**src/rtl/pgw_pkg.sv**
```systemverilog
package pgw_pkg;
  typedef enum logic [1:0] {
    PG_IDLE = 2'd0,
    PG_FILL = 2'd1,
    PG_BURN = 2'd2
  } pg_state_e;
endpackage

```
**src/rtl/pgw_page_buf.sv**
```systemverilog
module pgw_page_buf #(
  parameter int PAGE_BYTES = 32,
  parameter int DATA_W     = 8,
  localparam int OFF_W     = $clog2(PAGE_BYTES)
) (
  input  logic              clk,
  input  logic              rst_n,
  input  logic              clr,
  input  logic              wr_en,
  input  logic [OFF_W-1:0]  wr_off,
  input  logic [DATA_W-1:0] wr_data,
  input  logic [OFF_W-1:0]  rd_off,
  output logic [DATA_W-1:0] rd_data,
  output logic              rd_loaded,
  output logic              any_loaded
);
  logic [DATA_W-1:0]     slot_q [PAGE_BYTES];
  logic [PAGE_BYTES-1:0] mark_q;

  for (genvar g = 0; g < PAGE_BYTES; g++) begin : g_slot
    logic hit;
    assign hit = wr_en && (wr_off == OFF_W'(g));

    always_ff @(posedge clk or negedge rst_n) begin
      if (!rst_n)   mark_q[g] <= 1'b0;
      else if (clr) mark_q[g] <= 1'b0;
      else if (hit) mark_q[g] <= 1'b1;
    end

    always_ff @(posedge clk) begin
      if (hit) slot_q[g] <= wr_data;
    end
  end

  assign rd_data    = slot_q[rd_off];
  assign rd_loaded  = mark_q[rd_off];
  assign any_loaded = |mark_q;


  fill_marks_chk: assert property (@(posedge clk) disable iff (!rst_n)
    (wr_en && !clr) |=> any_loaded);


  clear_empties_chk: assert property (@(posedge clk) disable iff (!rst_n)
    (clr && !wr_en) |=> !any_loaded);
endmodule

```
**src/rtl/pgw_timer.sv**
```systemverilog
module pgw_timer #(
  parameter int CYCLES   = 64,
  localparam int CNT_W   = (CYCLES > 1) ? $clog2(CYCLES) : 1
) (
  input  logic clk,
  input  logic rst_n,
  input  logic load,
  output logic running,
  output logic last
);
  logic [CNT_W-1:0] cnt_q;
  logic             run_q;

  always_ff @(posedge clk or negedge rst_n) begin
    if (!rst_n) begin
      cnt_q <= '0;
      run_q <= 1'b0;
    end else if (load && !run_q) begin
      cnt_q <= CNT_W'(CYCLES - 1);
      run_q <= 1'b1;
    end else if (run_q) begin
      if (cnt_q == '0) run_q <= 1'b0;
      else             cnt_q <= cnt_q - 1'b1;
    end
  end

  assign running = run_q;
  assign last    = run_q && (cnt_q == '0);


  start_on_load_chk: assert property (@(posedge clk) disable iff (!rst_n)
    $rose(running) |-> $past(load));
endmodule

```
**src/rtl/pgw_page_ctrl.sv**
```systemverilog
module pgw_page_ctrl
  import pgw_pkg::*;
#(
  parameter int ADDR_W      = 11,
  parameter int PAGE_BYTES  = 32,
  parameter int DATA_W      = 8,
  parameter int PROG_CYCLES = 250000
) (
  input  logic              clk,
  input  logic              rst_n,
  input  logic              wr_start,
  input  logic              wr_to_status,
  input  logic [ADDR_W-1:0] wr_base,
  input  logic              wel,
  input  logic              byte_valid,
  output logic              byte_ready,
  input  logic [DATA_W-1:0] byte_data,
  input  logic              byte_whole,
  input  logic              cs_rise,
  output logic [ADDR_W-1:0] prot_addr,
  input  logic              prot_hit,
  output logic              mem_we,
  output logic [ADDR_W-1:0] mem_addr,
  output logic [DATA_W-1:0] mem_wdata,
  output logic              sr_we,
  output logic [DATA_W-1:0] sr_wdata,
  output logic              busy,
  output logic              wel_clr
);
  localparam int OFF_W  = $clog2(PAGE_BYTES);
  localparam int HI_W   = ADDR_W - OFF_W;
  localparam int SCAN_W = OFF_W + 1;

  pg_state_e         state_q;
  logic [HI_W-1:0]   hi_q;
  logic [OFF_W-1:0]  off_q;
  logic              to_sr_q;
  logic [DATA_W-1:0] last_q;
  logic [SCAN_W-1:0] scan_q;
  logic              welclr_q;

  logic              take;
  logic              fill_wr;
  logic              open_wr;
  logic              commit;
  logic              scanning;
  logic [OFF_W-1:0]  scan_off;
  logic [DATA_W-1:0] buf_data;
  logic              buf_loaded;
  logic              buf_any;
  logic              t_run;
  logic              t_last;

  assign byte_ready = (state_q != PG_BURN);
  assign take       = byte_valid && byte_ready;
  assign fill_wr    = take && (state_q == PG_FILL);
  assign open_wr    = (state_q == PG_IDLE) && wr_start && wel;
  assign commit     = (state_q == PG_FILL) && cs_rise && byte_whole && buf_any;
  assign scanning   = (state_q == PG_BURN) && (scan_q < SCAN_W'(PAGE_BYTES));
  assign scan_off   = scan_q[OFF_W-1:0];

  pgw_page_buf #(
    .PAGE_BYTES (PAGE_BYTES),
    .DATA_W     (DATA_W)
  ) u_buf (
    .clk        (clk),
    .rst_n      (rst_n),
    .clr        (open_wr),
    .wr_en      (fill_wr),
    .wr_off     (off_q),
    .wr_data    (byte_data),
    .rd_off     (scan_off),
    .rd_data    (buf_data),
    .rd_loaded  (buf_loaded),
    .any_loaded (buf_any)
  );

  pgw_timer #(
    .CYCLES  (PROG_CYCLES)
  ) u_timer (
    .clk     (clk),
    .rst_n   (rst_n),
    .load    (commit),
    .running (t_run),
    .last    (t_last)
  );

  always_ff @(posedge clk or negedge rst_n) begin
    if (!rst_n) begin
      state_q  <= PG_IDLE;
      hi_q     <= '0;
      off_q    <= '0;
      to_sr_q  <= 1'b0;
      last_q   <= '0;
      scan_q   <= '0;
      welclr_q <= 1'b0;
    end else begin
      welclr_q <= 1'b0;
      unique case (state_q)
        PG_IDLE: begin
          if (open_wr) begin
            state_q <= PG_FILL;
            hi_q    <= wr_base[ADDR_W-1:OFF_W];
            off_q   <= wr_base[OFF_W-1:0];
            to_sr_q <= wr_to_status;
          end
        end
        PG_FILL: begin
          if (fill_wr) begin
            off_q  <= off_q + 1'b1;
            last_q <= byte_data;
          end
          if (commit) begin
            state_q <= PG_BURN;
            scan_q  <= '0;
          end else if (cs_rise) begin
            state_q <= PG_IDLE;
          end
        end
        PG_BURN: begin
          if (scanning) scan_q <= scan_q + 1'b1;
          if (t_last) begin
            state_q  <= PG_IDLE;
            welclr_q <= 1'b1;
          end
        end
        default: state_q <= PG_IDLE;
      endcase
    end
  end

  assign prot_addr = {hi_q, scan_off};
  assign mem_addr  = {hi_q, scan_off};
  assign mem_wdata = buf_data;
  assign mem_we    = scanning && !to_sr_q && buf_loaded && !prot_hit;
  assign sr_we     = (state_q == PG_BURN) && to_sr_q && (scan_q == '0);
  assign sr_wdata  = last_q;
  assign busy      = (state_q == PG_BURN);
  assign wel_clr   = welclr_q;


  write_in_burn_chk: assert property (@(posedge clk) disable iff (!rst_n)
    mem_we |-> (busy && t_run));


  commit_on_boundary_chk: assert property (@(posedge clk) disable iff (!rst_n)
    $rose(busy) |-> ($past(cs_rise) && $past(byte_whole)));


  welclr_after_busy_chk: assert property (@(posedge clk) disable iff (!rst_n)
    wel_clr |-> ($past(busy) && !busy));


  sr_single_chk: assert property (@(posedge clk) disable iff (!rst_n)
    sr_we |=> !sr_we);


  ready_low_busy_chk: assert property (@(posedge clk) disable iff (!rst_n)
    busy |-> !byte_ready);
endmodule

```
**config.mk**
```make
export PLATFORM = sky130hd
export DESIGN_NAME = pgw_page_ctrl
export DESIGN_NICKNAME = d
export VERILOG_FILES = /design/src/rtl/pgw_pkg.sv /design/src/rtl/pgw_page_buf.sv /design/src/rtl/pgw_timer.sv /design/src/rtl/pgw_page_ctrl.sv
export SDC_FILE = /design/constraint.sdc
export NUM_CORES = 1
export LEC_CHECK = 0
export BUFFER_PORTS_ARGS = -buffer_cell sky130_fd_sc_hd__buf_2
export CORE_UTILIZATION = 30
export CTS_CLUSTER_SIZE = 10
export DETAILED_ROUTE_END_ITERATION = 10
export GPL_TIMING_DRIVEN = 0
export RECOVER_POWER = 25
export REMOVE_ABC_BUFFERS = 1
export SYNTH_ARGS = -nofsm -noshare
export SYNTH_HDL_FRONTEND = slang
export SYNTH_HIERARCHICAL = 1
export SYNTH_SLANG_ARGS = --single-unit
```
**constraint.sdc**
```tcl
create_clock -name clk -period 2.9 [get_ports clk]
set_input_delay 0.435 -clock clk [delete_from_list [all_inputs] [get_ports clk]]
set_output_delay 0.435 -clock clk [all_outputs]
set_load 0.005 [all_outputs]
```
== Yosys cells after proc, flatten, opt, wreduce, memory -nomap -nowiden ==
Memories as Yosys holds them, arrays and structs flattened.
Cells that the tools add are included.

* Memories kept: 1
* Word-level logic and storage cells: 457
* RAM bits: 256
* Bits in read-only memories: 0
* Register bits: 80
* Output and inout port bits: 43
* Latch bits: 0
* Bits of input ports: 28

* Divide/modulo/power cells: 0
* $add $sub $neg: 3
* Magnitude comparators: 2
* Reductions and logical operators: 127
* Multiplexer cells: 242
* Multiply operators: 0
* Bitwise operators: 0
* Shift-type cells: 0
* Equality and inequality tests: 41

{| class="wikitable"
|+ Memory list
! memory !! words !! width !! read ports !! clocked after Yosys merged registers in !! wr ports !! line !! source
|-
| u_buf.slot_q || 32 || 8 || 1 || 0 || 1 || pgw_page_buf.sv:17 || <nowiki>logic [DATA_W-1:0] slot_q [PAGE_BYTES];</nowiki>
|}

{| class="wikitable"
|+ Operators with widths
! operator !! count
|-
| $mux W8 || 31
|-
| $reduce_or A8 Y1 || 31
|-
| $mux W1 || 165
|-
| $mux W5 || 33
|-
| $eq A5 B5 Y1 const B || 16
|-
| $reduce_bool A2 Y1 || 35
|-
| $mux W18 || 3
|-
| $logic_and A1 B1 Y1 || 47
|-
| $eq A5 B4 Y1 const B || 8
|-
| $reduce_or A32 Y1 || 1
|-
| $eq A5 B3 Y1 const B || 4
|-
| $logic_not A18 Y1 || 1
|-
| $sub A18 B1 Y18 const B || 1
|-
| $mux W6 || 2
|-
| $pmux W6 S2 || 1
|-
| $eq A5 B2 Y1 const B || 2
|-
| $ne A2 B1 Y1 const B || 5
|-
| $pmux W5 S2 || 1
|-
| $reduce_and A3 Y1 || 3
|-
| $mux W2 || 4
|-
| $add A6 B1 Y6 const B || 1
|-
| $logic_not A6 Y1 || 1
|-
| $lt A5 B6 Y1 const B || 1
|-
| $lt A6 B6 Y1 const B || 1
|-
| 12 further kinds || 17
|}

== Longest topological paths before layout ==
Gate-level depths: netlist of run 1.

* Depth in word-level cells: 38
* Mapped depth: 10
* Mapped depth without buffers: 10

== Cells and area by module ==
The synthesis of run 1 kept the hierarchy.

{| class="wikitable"
|+ By module, submodules not included
! module !! area an instance (um^2) !! sequential area each (um^2) !! cells each !! times used
|-
| pgw_page_buf || 11431.0 || 8488.1 || 556 || 1
|-
| pgw_page_ctrl || 1610.3 || 725.7 || 150 || 1
|-
| pgw_timer || 1116.1 || 475.5 || 106 || 1
|}

== Worst setup path before layout of run 1 ==
No wires, ideal clock.

* Path type: register to output
* Start point: register scan_q[2]
* End point: output mem_we
* Cell stages (with the launch flop): 7
* Path buffers: 2
* Slack: 0.202 ns
* Arrival: 2.263 ns
* Required time: 2.465 ns
* Cell sequence: dfrtp_1 > clkbuf_1 > clkbuf_1 > mux4_2 > mux4_2 > mux2_2 > nor4b_1

* Elaborated cells between the ends (all ways): 7
* Those cells by class: order compare: 1; mux: 2; reduce/logical: 4

{| class="wikitable"
|+ RTL lines
! what !! line !! source
|-
| start: declaration || pgw_page_ctrl.sv:39 || <nowiki>logic [SCAN_W-1:0] scan_q;</nowiki>
|-
| start signal: assignment || pgw_page_ctrl.sv:121 || <nowiki>if (scanning) scan_q <= scan_q + 1'b1;</nowiki>
|-
| $bmux W1 S5 || pgw_page_buf.sv:36 || <nowiki>assign rd_loaded = mark_q[rd_off];</nowiki>
|-
| $mux W1 (implied by the code) || pgw_page_buf.sv:36 ||
|-
| via buf_loaded || pgw_page_ctrl.sv:49 || <nowiki>logic buf_loaded;</nowiki>
|-
| $logic_and A1 B1 Y1 (2 in a row) || pgw_page_ctrl.sv:135 || <nowiki>assign mem_we = scanning && !to_sr_q && buf_loaded && !prot_hit;</nowiki>
|-
| end: declaration || pgw_page_ctrl.sv:22 || <nowiki>output logic mem_we,</nowiki>
|}

The timed path passes the listed nets, and every way through them passes these cells. The select of a mux whose other input is x is not followed.

== Final worst setup path of run 1 ==
* Start point: register scan_q[0]
* End point: output mem_we

The elaborated chain is that of the path after synthesis.

==> results of run 1 <==
==> cells by family (layout without fill, tap and decap cells) <==
kind of cell / count (synthesis) / in the layout
adders and majority gates: 8 / 8
and+or+nand+nor: 194 / 194
muxes: 124 / 124
AOI/OAI and AO/OA: 75 / 75
buffers and inverters: 73 / 166
xor gates and xnor gates: 2 / 2
DFF: 336 / 336
==> flip-flops by register name (all words and copies together) (netlist names) <==
name             flops
wel_clr              1
state_q              2
sr_wdata             8
u_timer/running      1
u_buf/slot_q       256
u_buf/mark_q        32
u_timer/cnt_q       18
to_sr_q              1
off_q                5
scan_q               6
hi_q                 6
==> routing by layer <==
metal	up-vias	track usage (%)	wire [um]
met2	247	20.36	14900
met3	43	3.229	2171
li1	3354	-	-
met5	-	0	0
met1	4009	18.76	14220
met4	0	3.380	501
==> cells in the mapped netlist, drive strengths merged (2+ instances only) <==
library cell	count	area [um2]
mux2i	9	90.09
o211ai	3	22.52
a21oi	42	210.2
buf	37	250.2
or2	3	18.77
nor3	3	15.01
edfxtp	256	7687
and2	2	12.51
nor2	82	310.3
nand4	8	50.05
nand2b	7	43.79
and4b	3	30.03
o31ai	2	15.01
a31oi	3	18.77
o21ai	8	51.30
o22ai	2	12.51
inv	15	56.30
nor4bb	3	30.03
nor4	14	145.1
mux2	25	281.5
nor2b	9	58.81
o41ai	2	17.52
nand3	19	105.1
a31o	2	26.28
and3	3	23.77
dfrtp	80	2002
nand2	23	86.33
nor4b	5	58.80
nor3b	2	31.28
clkbuf	21	78.83
xnor2	2	17.52
mux4	90	2027
o311ai	2	17.52
or4	3	22.52
ha	8	100.1
nand3b	2	15.01
==> power by group through the flow <==
stage / registers (mW) / logic [mW] / clock network [mW]
6_report: 5.20 / 0.118 / 4.43
5_1_grt: 5.19 / 0.134 / 4.73
4_1_cts: 5.19 / 0.122 / 4.55
3_5_place_dp: 5.29 / 0.120 / 0
3_3_place_gp: 5.29 / 0.109 / 0
2_1_floorplan: 5.29 / 0.00953 / 0
==> repair_timing <==
action	in CTS	in global routing
buffers inserted	11	2
cloned	5	3
endpoints found under the setup margin	283	145
resized for setup	31	22
pin swaps	1	4
hold buffers	1	0
hold endpoints to repair	24	0
==> area by class of cell <==
type	count	area share (%)
Tap cell	607	4.539
Timing Repair Buffer	96	5.047
Sequential cell	336	57.97
Clock inverter	5	0.3664
Inverter	15	0.3589
Multi-Input combinational cell	403	25.33
Clock buffer	50	6.394
==> stage by stage <==
stage / total power, mW / hold WS [ns] / setup TNS (ns) / cells / util, %
global placement: 5.397 / 0.4852 / -242.73 / 1431 / 32.09
global route: 10.06 / 0.1265 / -3.972 / 1512 / 35.94
floorplan: 5.297 / 0.1394 / -24.61 / 754 / -
CTS: 9.865 / 0.1104 / -3.855 / 1508 / 35.55
detailed placement: 5.408 / 0.3877 / -208.45 / 1436 / 32.37
finish: 9.741 / 0.1305 / -3.501 / 1512 / 35.94
==> worst min-delay path by stage <==
| stage | start | to |
|---|---|---|
| 2_1_floorplan | rst_n | hi_q[0] |
| 4_1_cts | wr_to_status | to_sr_q |
| 3_3_place_gp | sr_wdata[3] | sr_wdata[3] |
| 6_report | wr_base[7] | hi_q[2] |
| 5_1_grt | wr_base[9] | hi_q[4] |
| 3_5_place_dp | rst_n | u_timer/cnt_q[17] |
==> critical path, stage by stage (launching register included) <==
cell and delay, ns:
dfrtp_4 0.48, buf_8 0.16, buf_6 0.14, mux4_2 0.50
mux4_2 0.48, mux2_4 0.32, nor4b_4 0.14, buf_2 0.12
==> results.toml, run 1 <==
[status]
status = "complete, but fails checks"
violations = "max-capacitance violations, max-slew violations, negative setup slack"

[placement]
portBuffers = 70
detailedPlacementHpwl_mm = 18.60
dp_slack_ns = -1.006
gp_congestion = 0.7364
place_area_mm2 = 0.01507

[floorplan]
fp.coreArea_mm2 = 0.04656
num_rows = 79
fp.dieW_um = 219.2
die_h_um = 219.2
die-area_mm2 = 0.04806
start_util_pct = 30.41
io_pins = 71

[worst_setup_path]
r2r_end = "u_buf/slot_q[7][2]"
crit_path_end = "mem_we"
r2r_slack_ns = 0.13
cp_max_fo = 4
end_kind = "primary output"
reg2reg_depth = 8
worstSetupStartpointType = "register"
worst-setup-path-type = "reg2out"
required_ns = 2.47
cp.arrival_ns = 2.89
r2r_start = "state_q[0]"
crit_path_start = "scan_q[0]"

[yosys]
synth_top_family_by_area = "multiplexers"
synthAdderAreaFrac_pct = 0.7070
synth-edff-count = 256
synth_ff_type = "edfxtp_1"
netlist_area_mm2 = 0.01416
synth_area_per_cell_um2 = 17.44
synthSimpleGateAreaFrac_pct = 7.662
ys_seq_area_share_pct = 68.44
synth-xor-area-share_pct = 0.1237
synthCells = 812
synth.distinct_cells = 64
ys_warn_count = 6
synth-seq-cells = 336
synthArstFlopShare_pct = 23.81
synthMuxAreaShare_pct = 16.94
synth_compound_area_share_pct = 3.403

[timing]
max_slew_margin_pct = -6.494
fmax_ghz = 0.3011
final_max_slew_viol_count = 59
rsz0062_at_grt = "yes"
clock-skew-final_ns = 0.01243
worstMarginPinSlew_ns = 1.597
min_period_ns = 3.321
final_hold_viol_count = 0
fin_ws_ns = -0.4210
setup_viol = 9
fin_crit_sh_pct = 114.5

[grt]
grt_pass1_vias = 7529
antenna_found_initial = 0
grt_use_total_pct = 13.26
grt_max_degree = 57
grt_overflow = 0
grt_pass1_wl_mm = 47.47

[power]
internal_power_mw = 7.792
clockPowerShare_pct = 45.4
peakVddDrop_v = 0.0004793
switching_share_pct = 20.00
combPwrFrac_pct = 1.2
p_seq_share_pct = 53.3
p_per_area_mw_per_mm2 = 582.2
p_leak_nw = 5.706
p_switching_mw = 1.949

[min_path]
holdPathStages = 2
hp-class = "in2reg"

[final_layout]
design_area_mm2 = 0.01673
fin_nets = 928
regArea_mm2 = 0.009699
multi_input_area_mm2 = 0.004238
area_growth_pct = 18.19
layout_commonest_cell = "edfxtp_1"
fillerInstances = 4287
diodes = 0
drive_above_1_share_pct = 33.26
layout_common_cells = "edfxtp_1, mux4_2, dfrtp_1"

[route]
drcViolationCount = 0
drtIter0Drc = 768
wire_per_inst_um = 21.02
viasPerCell = 5.062
drt_first_pass_iters = 5
vias = 7653
wl_mm = 31.79
antenna_left = 0

[clock_network]
cts_max_level = 2
cts_root_buf = "clkbuf_16"
cts_buffers = 40
clk_latency_ns = 0.54
ctsLongestPathBuffers = 3
tritoncts = "done"
clk_pin_slew_worst_paths_ns = 0.06
cts.sinks = 336

[run]
drv_cap = 2
No activity file was read; power rests on OpenSTA's default activity.
==> run 2: changes to the inputs <==
Settings changed: BUFFER_PORTS_ARGS -buffer_cell sky130_fd_sc_hd__buf_2 to not set, DONT_BUFFER_PORTS set to 1.
==> run 2 against run 1 <==
  * The flow finishes with violations (negative setup slack)
  * Combinational power shrank 11%
  * Hold slack lost 0.098 ns
  * Clock power is essentially flat
  * Largest power group unchanged
  * Largest cell class unchanged
  * Core utilization shrank 0.82 points
  * Worst setup slack gained 0.15 ns
  * Highest routed layer is now met5
  * Sequential share of layout area grew 1.4 points
  * Critical endpoint unchanged
  * Critical path type unchanged
==> results.toml, run 2 (synthesized netlist as in run 1, its figures left out) <==
[placement]
gp_congestion = 0.7722
dp_cells = 1364
detailedPlacementHpwl_mm = 18.20
dp_slack_ns = -1.021
place_area_mm2 = 0.01467
portBuffers = 0

[clock_network]
tritoncts = "done"
ctsLongestPathBuffers = 3
cts_max_level = 2
clk_pin_slew_worst_paths_ns = 0.05
clk_latency_ns = 0.55
cts_root_buf = "clkbuf_16"
cts.sinks = 336
cts_buffers = 40

[worst_setup_path]
end_kind = "primary output"
cp.arrival_ns = 2.74
reg2reg_depth = 7
worstSetupStartpointType = "register"
required_ns = 2.47
cp_max_fo = 8
worst-setup-path-type = "reg2out"

[grt]
grt_use_total_pct = 13.81
antenna_found_initial = 7
grt_pass1_vias = 7423
grt_pass1_wl_mm = 48.64
grt_overflow = 0
grt_max_degree = 81

[timing]
max_slew_margin_pct = 1.265
rsz0062_at_grt = "yes"
min_period_ns = 3.172
final_max_slew_viol_count = 0
fin_crit_sh_pct = 109.4
worstMarginPinSlew_ns = 1.481
clock-skew-final_ns = 0.03404
fmax_ghz = 0.3153
final_hold_viol_count = 0
tns_ns = -2.222
fin_ws_ns = -0.2718
holdWs_ns = 0.03234
setup_viol = 9

[power]
switching_share_pct = 20.40
fin_total_pwr_mw = 9.719
internal_power_mw = 7.737
p_seq_share_pct = 53.5
clockPowerShare_pct = 45.5
p_leak_nw = 5.373
peakVddDrop_v = 0.0003831
p_per_area_mw_per_mm2 = 594.4
combPwrFrac_pct = 1.1
p_switching_mw = 1.982

[floorplan]
io_pins = 71
num_rows = 79
start_util_pct = 30.41
fp.dieW_um = 219.2
die_h_um = 219.2
fp.coreArea_mm2 = 0.04656
die-area_mm2 = 0.04806

[run]
drv_cap = 0

[final_layout]
layout_common_cells = "edfxtp_1, mux4_2, dfrtp_1"
stdcell_count = 1453
area_growth_pct = 15.49
fillerInstances = 4306
regMostFlops = "u_buf/slot_q"
layout_commonest_cell = "edfxtp_1"
largest_register_ffs = 256
drive_above_1_share_pct = 28.15
design_area_mm2 = 0.01635
top_regs = "u_buf/slot_q (256), u_buf/mark_q (32), u_timer/cnt_q (18)"
post-route-util_pct = 35.12
fin_nets = 862

[route]
drcViolationCount = 0
viasPerCell = 5.120
wire_per_inst_um = 22.52
drt_first_pass_iters = 5
wl_mm = 32.72
vias = 7439
drtIter0Drc = 757
antenna_left = 0

[min_path]
hp-class = "in2reg"
holdPathStages = 1

[status]
status = "complete, but fails checks"
violations = "negative setup slack"
[run 2: cell types whose count changed in the layout (fill, tap and decap cells not counted), sizes merged]
cell / change
dlygate4sd3: +2
buf: -64
inv: +1
clkbuf: -2
diode: +4
[run 2: what timing repair did]
| item | in CTS | in global routing |
|---|---|---|
| setup buffers | 12 | 3 |
| pin swaps | 1 | 2 |
| cloned | 3 | 0 |
| setup endpoints to repair | 282 | 127 |
| endpoints found under the hold margin | 336 | 0 |
| hold buffers | 10 | 0 |
| gates resized for setup | 43 | 17 |
[run 2: worst paths after layout]
kind	from	end	slack [ns]
max	scan_q[0]	mem_we	-0.27
min	wr_to_status	to_sr_q	0.03
max reg2reg	state_q[0]	u_buf/slot_q[20][3]	0.14
min reg2reg	u_buf/mark_q[14]	u_buf/mark_q[14]	0.51
max in group asynchronous	rst_n	off_q[1]	2.11
min in group asynchronous	rst_n	u_timer/cnt_q[17]	0.43
[run 2: final cells by class]
| class | count | area [um2] | area share (%) |
|---|---|---|---|
| flip-flops and latches | 336 | 9699 | 59.32 |
| multi-input cells | 403 | 4282 | 26.19 |
| clock buffers | 52 | 1046 | 6.397 |
| well taps | 607 | 759.5 | 4.645 |
| repair buffers | 30 | 414.1 | 2.533 |
| clock inverters | 6 | 80.08 | 0.4897 |
| inverters | 15 | 60.06 | 0.3673 |
| diodes | 4 | 10.01 | 0.06122 |
[run 2: per-layer routing]
layer	share of wire [%]	global-route usage [%]	vias to the layer above
li1	-	-	3229
met1	45	20.24	3934
met2	45	20.49	222
met3	7.4	3.063	52
met4	2.2	3.750	2
met5	0.040	0	-
[run 2: power by group through the flow]
stage	registers (mW)	logic, mW	clock network (mW)
4_1_cts	5.19	0.122	4.54
6_report	5.20	0.105	4.42
5_1_grt	5.19	0.117	4.72
2_1_floorplan	5.29	0.00953	0
3_3_place_gp	5.29	0.0138	0
3_5_place_dp	5.29	0.0140	0
[run 2: critical path, cell delays in order (launching register included)]
cell and delay, ns:
dfrtp_4 0.43, buf_12 0.15, buf_12 0.16, mux4_2 0.51, mux4_2 0.49, mux2_4 0.29, nor4b_4 0.14
==> run 3: changes to the inputs <==
==> constraint.sdc (replaced) <==
create_clock -name clk -period 2.9 [get_ports clk]
set_input_delay 0.58 -clock clk [delete_from_list [all_inputs] [get_ports clk]]
set_output_delay 0.58 -clock clk [all_outputs]
set_load 0.005 [all_outputs]
==> run 3 against run 2 <==
  * The flow still finishes with violations (negative setup slack)
  * Cell count is 0.83% lower
  * Wire length is 4.5% lower
  * First-iteration DRC count is 18% lower
  * Global-route usage is 0.59 points lower
  * Flip-flop and latch count stayed put
  * Critical path depth stayed put
  * Critical path type unchanged
  * Critical endpoint unchanged
  * Largest power group unchanged
  * Highest routed layer is now met4
==> results.toml, run 3 (synthesized netlist as in run 1, its figures left out) <==
[route]
drcViolationCount = 0
wire_per_inst_um = 21.68
antenna_left = 0
vias = 7378
drt_first_pass_iters = 5
wl_mm = 31.25
viasPerCell = 5.120
drtIter0Drc = 621

[placement]
detailedPlacementHpwl_mm = 18.20
gp_congestion = 0.7722
portBuffers = 0
dp_slack_ns = -1.021

[floorplan]
num_rows = 79
die-area_mm2 = 0.04806
start_util_pct = 30.41
fp.coreArea_mm2 = 0.04656
io_pins = 71
fp.dieW_um = 219.2
die_h_um = 219.2

[final_layout]
largest_register_ffs = 256
fin_nets = 854
layout_common_cells = "edfxtp_1, mux4_2, dfrtp_1"
area_growth_pct = 15.12
diodes = 0
drive_above_1_share_pct = 28.42
layout_commonest_cell = "edfxtp_1"
multi_input_area_mm2 = 0.004282
post-route-util_pct = 35.01
regMostFlops = "u_buf/slot_q"
regArea_mm2 = 0.009699
fillerInstances = 4309
top_regs = "u_buf/slot_q (256), u_buf/mark_q (32), u_timer/cnt_q (18)"

[timing]
setup_viol = 9
worstMarginPinSlew_ns = 1.054
fin_crit_sh_pct = 114.5
fmax_ghz = 0.3011
clock-skew-final_ns = 0.03492
max_slew_margin_pct = 29.74
min_period_ns = 3.321
final_hold_viol_count = 0
rsz0062_at_grt = "yes"
holdWs_ns = 0.1197
fin_ws_ns = -0.4209
final_max_slew_viol_count = 0

[power]
p_leak_nw = 5.357
peakVddDrop_v = 0.0003829
p_per_area_mw_per_mm2 = 592.9
fin_total_pwr_mw = 9.663

[grt]
grt_max_degree = 81
grt_pass1_vias = 7412
grt_overflow = 0
grt_pass1_wl_mm = 47.18
antenna_found_initial = 0
grt_use_total_pct = 13.22

[status]
status = "complete, but fails checks"
violations = "negative setup slack"

[clock_network]
ctsLongestPathBuffers = 3
tritoncts = "done"
clk_latency_ns = 0.55
cts_max_level = 2
cts_buffers = 40
clk_pin_slew_worst_paths_ns = 0.06
cts_root_buf = "clkbuf_16"
cts.sinks = 336

[run]
drv_cap = 0

[worst_setup_path]
end_kind = "primary output"
cp.arrival_ns = 2.74
crit_path_start = "scan_q[0]"
r2r_start = "state_q[0]"
worst-setup-path-type = "reg2out"
required_ns = 2.32
worstSetupStartpointType = "register"
cp_max_fo = 8

[min_path]
hp-class = "in2reg"
hold_start = "byte_data[5]"
[run 3: worst max-delay path, stage by stage, from the launching register on]
cell     delay, ns
dfrtp_4       0.43
buf_12        0.15
buf_12        0.16
mux4_2        0.52
mux4_2        0.49
mux2_4        0.29
nor4b_4       0.14
[run 3: worst paths after layout]
check | to | slack [ns] | cells after the start
setup / recovery | mem_we | -0.42 | 6
hold reg to reg | u_buf/mark_q[28] | 0.52 | 2
hold / removal | u_buf/slot_q[13][5] | 0.12 | 0
max in group asynchronous | u_buf/mark_q[11] | 1.97 | 2
setup reg to reg | u_buf/slot_q[15][3] | 0.15 | 8
min in group asynchronous | u_timer/cnt_q[17] | 0.57 | 2
[run 3: cell type report]
type                    instances  share of cell area [%]
clock buffers                  52                   6.418
clock inverters                 6                  0.4913
inverters                      15                  0.3685
multi-input cells             403                   26.27
flip-flops and latches        336                   59.51
well taps                     607                   4.660
repair buffers                 22                   2.280
[run 3: what timing repair did]
item | in CTS | in global routing
gates cloned | 3 | 0
buffers inserted | 12 | 3
hold buffers | 2 | 0
pin swaps | 1 | 2
setup endpoints to repair | 282 | 127
hold endpoints to repair | 80 | 0
resized for setup | 43 | 17
[run 3: metrics by stage]
stage	instances	cell area (um2)	setup TNS [ns]
floorplan	754	13830	-26.35
global placement	1361	14590	-245.96
detailed placement	1364	14670	-203.75
CTS	1439	16230	-3.916
global route	1441	16300	-4.171
finish	1441	16300	-3.561
[run 3: power breakdown]
| part | switching [mW] | internal [mW] |
|---|---|---|
| clock | 1.89 | 2.53 |
| combinational | 0.0365 | 0.00888 |
| sequential | 0.00290 | 5.19 |
[run 3: per-layer routing]
layer	GRT usage, %	up-vias	part of all wire [%]
met1	19.28	3906	46
met2	19.83	216	45
met4	3.403	0	1.9
li1	-	3211	-
met5	0	-	0
met3	2.924	45	6.4
